`src/rtl/fpc_pkg.sv`:
```
package fpc_pkg;

  localparam int NUM_PH = 4;

  typedef enum logic [3:0] {
    ST_IDLE,
    ST_SAMP,
    ST_G0,
    ST_DIS,
    ST_G1,
    ST_XFER,
    ST_G2,
    ST_CLR,
    ST_G3
  } seq_st_t;

  function automatic logic [2:0] clamp_gap(input logic [2:0] g);
    return (g == 3'd0) ? 3'd1 : g;
  endfunction

endpackage

```
`src/rtl/fpc_rst_sync.sv`:
```
module fpc_rst_sync (
  input  logic clk,
  input  logic rst_n,
  output logic rst_n_sync
);

  logic meta_q;
  logic sync_q;

  always_ff @(posedge clk or negedge rst_n) begin
    if (!rst_n) begin
      meta_q <= 1'b0;
      sync_q <= 1'b0;
    end else begin
      meta_q <= 1'b1;
      sync_q <= meta_q;
    end
  end

  assign rst_n_sync = sync_q;

endmodule

```
`src/rtl/fpc_sequencer.sv`:
```
module fpc_sequencer
  import fpc_pkg::*;
#(
  parameter int SAMP_CYC = 4,
  parameter int DIS_CYC  = 2,
  parameter int XFER_CYC = 4,
  parameter int CLR_CYC  = 2,
  parameter int DEAD_W   = 3
) (
  input  logic              clk,
  input  logic              rst_n,
  input  logic              en,
  input  logic [DEAD_W-1:0] dead_cyc,
  output logic [NUM_PH-1:0] cur_act,
  output logic [NUM_PH-1:0] nxt_act
);

  localparam int MAX_PH = (SAMP_CYC > DIS_CYC ? SAMP_CYC : DIS_CYC) >
                          (XFER_CYC > CLR_CYC ? XFER_CYC : CLR_CYC) ?
                          (SAMP_CYC > DIS_CYC ? SAMP_CYC : DIS_CYC) :
                          (XFER_CYC > CLR_CYC ? XFER_CYC : CLR_CYC);
  localparam int MAX_GAP = 1 << DEAD_W;
  localparam int MAX_ALL = MAX_PH > MAX_GAP ? MAX_PH : MAX_GAP;
  localparam int CNT_W   = $clog2(MAX_ALL + 1);

  localparam logic [CNT_W-1:0] SAMP_LD = CNT_W'(SAMP_CYC - 1);
  localparam logic [CNT_W-1:0] DIS_LD  = CNT_W'(DIS_CYC - 1);
  localparam logic [CNT_W-1:0] XFER_LD = CNT_W'(XFER_CYC - 1);
  localparam logic [CNT_W-1:0] CLR_LD  = CNT_W'(CLR_CYC - 1);
  localparam logic [CNT_W-1:0] ONE     = CNT_W'(1);

  seq_st_t          st_q, st_d;
  logic [CNT_W-1:0] cnt_q, cnt_d;
  logic [CNT_W-1:0] gap_ld;
  logic             cnt_zero;

  always_comb begin
    gap_ld = {{(CNT_W-3){1'b0}}, clamp_gap(dead_cyc[2:0])} - ONE;
  end

  assign cnt_zero = (cnt_q == '0);

  always_comb begin
    st_d  = st_q;
    cnt_d = cnt_q;
    if (!en) begin
      st_d  = ST_IDLE;
      cnt_d = '0;
    end else begin
      unique case (st_q)
        ST_IDLE: begin
          st_d  = ST_SAMP;
          cnt_d = SAMP_LD;
        end
        ST_SAMP: begin
          if (cnt_zero) begin
            st_d  = ST_G0;
            cnt_d = gap_ld;
          end else cnt_d = cnt_q - ONE;
        end
        ST_G0: begin
          if (cnt_zero) begin
            st_d  = ST_DIS;
            cnt_d = DIS_LD;
          end else cnt_d = cnt_q - ONE;
        end
        ST_DIS: begin
          if (cnt_zero) begin
            st_d  = ST_G1;
            cnt_d = gap_ld;
          end else cnt_d = cnt_q - ONE;
        end
        ST_G1: begin
          if (cnt_zero) begin
            st_d  = ST_XFER;
            cnt_d = XFER_LD;
          end else cnt_d = cnt_q - ONE;
        end
        ST_XFER: begin
          if (cnt_zero) begin
            st_d  = ST_G2;
            cnt_d = gap_ld;
          end else cnt_d = cnt_q - ONE;
        end
        ST_G2: begin
          if (cnt_zero) begin
            st_d  = ST_CLR;
            cnt_d = CLR_LD;
          end else cnt_d = cnt_q - ONE;
        end
        ST_CLR: begin
          if (cnt_zero) begin
            st_d  = ST_G3;
            cnt_d = gap_ld;
          end else cnt_d = cnt_q - ONE;
        end
        ST_G3: begin
          if (cnt_zero) begin
            st_d  = ST_SAMP;
            cnt_d = SAMP_LD;
          end else cnt_d = cnt_q - ONE;
        end
        default: begin
          st_d  = ST_IDLE;
          cnt_d = '0;
        end
      endcase
    end
  end

  always_ff @(posedge clk or negedge rst_n) begin
    if (!rst_n) begin
      st_q  <= ST_IDLE;
      cnt_q <= '0;
    end else begin
      st_q  <= st_d;
      cnt_q <= cnt_d;
    end
  end

  always_comb begin
    cur_act = {st_q == ST_CLR, st_q == ST_XFER, st_q == ST_DIS, st_q == ST_SAMP};
    nxt_act = {st_d == ST_CLR, st_d == ST_XFER, st_d == ST_DIS, st_d == ST_SAMP};
  end

endmodule

```
`src/rtl/fpc_phase_out.sv`:
```
module fpc_phase_out
  import fpc_pkg::*;
(
  input  logic              clk,
  input  logic              rst_n,
  input  logic [NUM_PH-1:0] cur_act,
  input  logic [NUM_PH-1:0] nxt_act,
  output logic [NUM_PH-1:0] ph_q,
  output logic [NUM_PH-1:0] nph_q
);

  for (genvar k = 0; k < NUM_PH; k++) begin : g_drv
    logic ph_d;
    logic nph_d;

    always_comb begin
      ph_d  = cur_act[k];
      nph_d = ~(nxt_act[k] | cur_act[k] | ph_q[k]);
    end

    always_ff @(posedge clk or negedge rst_n) begin
      if (!rst_n) begin
        ph_q[k]  <= 1'b0;
        nph_q[k] <= 1'b1;
      end else begin
        ph_q[k]  <= ph_d;
        nph_q[k] <= nph_d;
      end
    end
  end

endmodule

```
`src/rtl/fpc_four_phase_gen.sv`:
```
module fpc_four_phase_gen
  import fpc_pkg::*;
#(
  parameter int SAMP_CYC = 4,
  parameter int DIS_CYC  = 2,
  parameter int XFER_CYC = 4,
  parameter int CLR_CYC  = 2,
  parameter int DEAD_W   = 3
) (
  input  logic              clk,
  input  logic              rst_n,
  input  logic              en,
  input  logic [DEAD_W-1:0] dead_cyc,
  output logic [3:0]        ph_o,
  output logic [3:0]        ph_n_o
);

  logic              rst_n_i;
  logic [NUM_PH-1:0] cur_act;
  logic [NUM_PH-1:0] nxt_act;

  fpc_rst_sync u_rst (
    .clk        (clk),
    .rst_n      (rst_n),
    .rst_n_sync (rst_n_i)
  );

  fpc_sequencer #(
    .SAMP_CYC (SAMP_CYC),
    .DIS_CYC  (DIS_CYC),
    .XFER_CYC (XFER_CYC),
    .CLR_CYC  (CLR_CYC),
    .DEAD_W   (DEAD_W)
  ) u_seq (
    .clk      (clk),
    .rst_n    (rst_n_i),
    .en       (en),
    .dead_cyc (dead_cyc),
    .cur_act  (cur_act),
    .nxt_act  (nxt_act)
  );

  fpc_phase_out u_out (
    .clk     (clk),
    .rst_n   (rst_n_i),
    .cur_act (cur_act),
    .nxt_act (nxt_act),
    .ph_q    (ph_o),
    .nph_q   (ph_n_o)
  );

endmodule

```
`config.mk`:
```
export PLATFORM = sky130hd
export DESIGN_NAME = fpc_four_phase_gen
export DESIGN_NICKNAME = d
export VERILOG_FILES = /design/src/rtl/fpc_pkg.sv /design/src/rtl/fpc_rst_sync.sv /design/src/rtl/fpc_sequencer.sv /design/src/rtl/fpc_phase_out.sv /design/src/rtl/fpc_four_phase_gen.sv
export SDC_FILE = /design/constraint.sdc
export NUM_CORES = 1
export LEC_CHECK = 0
export BUFFER_PORTS_ARGS = -buffer_cell sky130_fd_sc_hd__buf_2
export CORE_MARGIN = 2
export CORE_UTILIZATION = 55
export CTS_CLUSTER_SIZE = 12
export DETAILED_ROUTE_END_ITERATION = 16
export PLACE_DENSITY_LB_ADDON = 0.3
export SLEW_MARGIN = 20
export SYNTH_ARGS = -nofsm -noshare
export SYNTH_HDL_FRONTEND = slang
export SYNTH_SLANG_ARGS = --single-unit
```
`constraint.sdc`:
```
create_clock -name clk -period 1.7 [get_ports clk]
set_input_delay 0.085 -clock clk [delete_from_list [all_inputs] [get_ports clk]]
set_output_delay 0.085 -clock clk [all_outputs]
set_load 0.05 [all_outputs]
```
==> key figures <==
Outcome
  • Status: complete, no violations

Clock tree
  • Reg clk slew, reported paths: ~0.09 ns
  • Post-CTS Setup Inserts: 0
  • CTS buffer count: 3
  • Clk sinks: 18
  • Clk buf depth: 2
  • H-Tree Depth: 1
  • CTS root buf: clkbuf_4
  • CTS tree: built
  • Clk Latency, worst-skew pair: 0.29 ns

Worst setup path
  • Reg2reg setup slack: 0.16 ns
  • Type of the worst setup path: reg -> reg
  • Slowest stage cell, crit path: dfrtp_1
  • Worst setup EP type: register
  • Worst path depth: 7
  • CP bufs+invs: 2
  • Most common cell on crit path: nor2_1
  • WP data required: just under 2 ns
  • Crit Path Max Fanout: 13
  • Critical path's top delay family: adder cells
  • Crit-path cells: inv_1 > ha_1 > nor3b_2 > buf_4 > nor2_1 > maj3_2 > nor2_1
  • Crit path launch type: register
  • Worst R2R Path Depth: 7
  • WP data arrival: 1.76 ns
  • CP max stage delay: approximately 0.38 ns

STA
  • Final Setup Violations: 0
  • Final Cycle Share: 90.43%
  • Slew at the pin closest to its max-slew limit: 0.6268 ns
  • RSZ-0062 raised after global routing: false
  • Hold Fails Final Rpt: 0
  • Maximum clock rate: 650.5 MHz
  • Slew Limit Fails: 0
  • Setup TNS: 0 ns
  • Clk_skew: 0.001408 ns
  • Setup WS post-layout: around 0.16 ns
  • Final hold slack: 0.09085 ns
  • Minimum clock period: 1.537 ns
  • Rel. slew slack: 58.22%

Global routing
  • Total global routing overflow: 0
  • Tot GR Track Use: 18.00%
  • Initial antenna violation count: 0
  • Largest net degree at the start of global routing: 17
  • Vias in the first global route: 611
  • First-pass GRT wire length: between 2 and 3 mm

Place
  • DP Area: 964.7 um^2
  • Buffers on Ports: 13
  • DP Wirelength: 1.071 mm
  • Placed Cells: 118
  • Pre-CTS WS: 0.1791 ns
  • Gpl congestion: 0.8061

Drt
  • Final WL: roughly 1.5 mm
  • Via count: 664
  • DR iter-0 viols: 9
  • Wire per inst: 11.89 um
  • DRC: 0
  • Vias per inst: about 5.4
  • Post-DRT Antenna Nets: 0
  • DR pass1 iterations: 4

Final layout
  • Layout cells sized above 1: 26.17%
  • Diode count: 0
  • Multi-input logic area: between 300 and 400 um^2
  • Area Growth Syn to Fin: 14.12%
  • Post-Layout Cell Count: 123
  • Most frequent cells in the layout: dfrtp_1, nor2_1, buf_2
  • Commonest non-fill, non-tap cell in the layout: dfrtp_1
  • Storage element area: 455.4 um^2
  • Total Nets Final: approximately 120
  • Final Cell Area: 1011 um^2
  • Final core occ: 67.11%
  • # fillers: approximately 120

Synth
  • Yosys warns: 0
  • Avg Inst Size Synth: roughly 9.8 um^2
  • Post-Syn Area: 885.9 um^2
  • Number of distinct library cells after synthesis: 30
  • Seq/Total Area, Yosys: 51.41%
  • Post-synthesis net count: 98
  • Syn Inst Count: 90
  • Seq cells post-synth: 18

Power
  • Tot Pwr: 1.233 mW
  • P_leak: 0.4925 nW
  • PwrDens: around 1200 nW/um^2
  • Maximum vdd drop: 0.5977 mV

Worst hold path
  • HP Class: in -> async

Floorplan
  • IO Count: 14
  • Die area: 1947 um^2
  • Row count: 14
  • Core ar.: 1506 um^2
  • Initial Util: 58.80%
  • Die width: 44.13 um
  • Height of the die: between 40 and 50 um

Flow run
  • Max-Cap Viols: 0
==> layer usage <==
metal | GRT usage, % | routed length (um) | share of wire (%) | vias to the layer above
met1 | 23.94 | 683 | 47 | 300
met2 | 27.94 | 668 | 46 | 25
met4 | 9.091 | 19 | 1.3 | 0
met3 | 3.673 | 92 | 6.3 | 4
li1 | - | - | - | 335
met5 | 0 | 0 | 0 | -
==> cells by family after synthesis <==
kind of cell    share of synthesized area, %
mux                                    2.260
other cells                           0.4233
xor+xnor                               3.956
simple gates                           22.17
buf+inv                                6.214
compound gates                         9.464
flops                                  51.41
fa+ha+maj                              4.096
==> area by class of cell <==
class	count	area share, %
clock buffer	4	3.589
inverter	5	1.856
multi-input combinational	62	37.13
sequential	18	45.05
tap	16	1.980
timing repair buffer	18	10.40
==> sequential cells by signal, indices dropped and copies added (netlist names) <==
| name | cells |
|---|---|
| u_seq.st_q | 4 |
| u_out.nph_q | 4 |
| u_out.ph_q | 4 |
| u_seq.cnt_q | 4 |
| u_rst.rst_n_sync | 1 |
| u_rst.meta_q | 1 |
==> synthesized netlist by cell type (all sizes together) <==
cell     n  area (um^2)
a31oi    3        18.77
o22ai    1        6.260
xor2     2        17.52
o311ai   1        8.760
ha       2        25.02
nor3b    1        12.51
or3      3        23.77
nand3b   1        7.510
nand3    3        15.01
dfstp    4        105.1
or2b     1        7.510
maj3     1        11.26
nor2    13        48.80
clkbuf   1        3.750
buf      4        32.53
conb     1        3.750
a21oi    4        20.02
nand4b   1        8.760
o211a    1        10.01
xnor2    2        17.52
nand2b   2        12.51
o21ai    4        20.02
nor2b    2        12.51
nand2    6        22.52
inv      5        18.77
nor3     5        25.02
mux2i    2        20.02
dfrtp   14        350.3
==> final timing paths <==
check                                 start        endpoint
setup / recovery             u_seq.cnt_q[0]  u_seq.cnt_q[0]
hold / removal                        rst_n    u_rst.meta_q
setup reg to reg             u_seq.cnt_q[0]  u_seq.cnt_q[0]
hold reg to reg            u_rst.rst_n_sync   u_out.ph_q[3]
max in group asynchronous  u_rst.rst_n_sync   u_out.ph_q[2]
min in group clk                         en   u_seq.st_q[0]
==> timing repair <==
| item | 4_1_cts | 5_1_grt |
|---|---|---|
| resized for setup | 0 | 0 |
| hold endpoints to repair | 2 | 0 |
| hold buffers | 1 | 0 |
==> worst register-to-register path: cells and delay by family, from the launching register on <==
kind / cells / cell delay (ns)
fa+ha+maj: 2 / 0.49
flops: 1 / 0.38
simple gates: 3 / 0.33
buf+inv: 2 / 0.28
==> where the power goes <==
| part | total, mW | internal [mW] | switching [mW] |
|---|---|---|---|
| combinational | 0.455 | 0.168 | 0.287 |
| sequential | 0.526 | 0.494 | 0.0318 |
| clock | 0.252 | 0.130 | 0.122 |
Power figures use the tool's default switching activity.
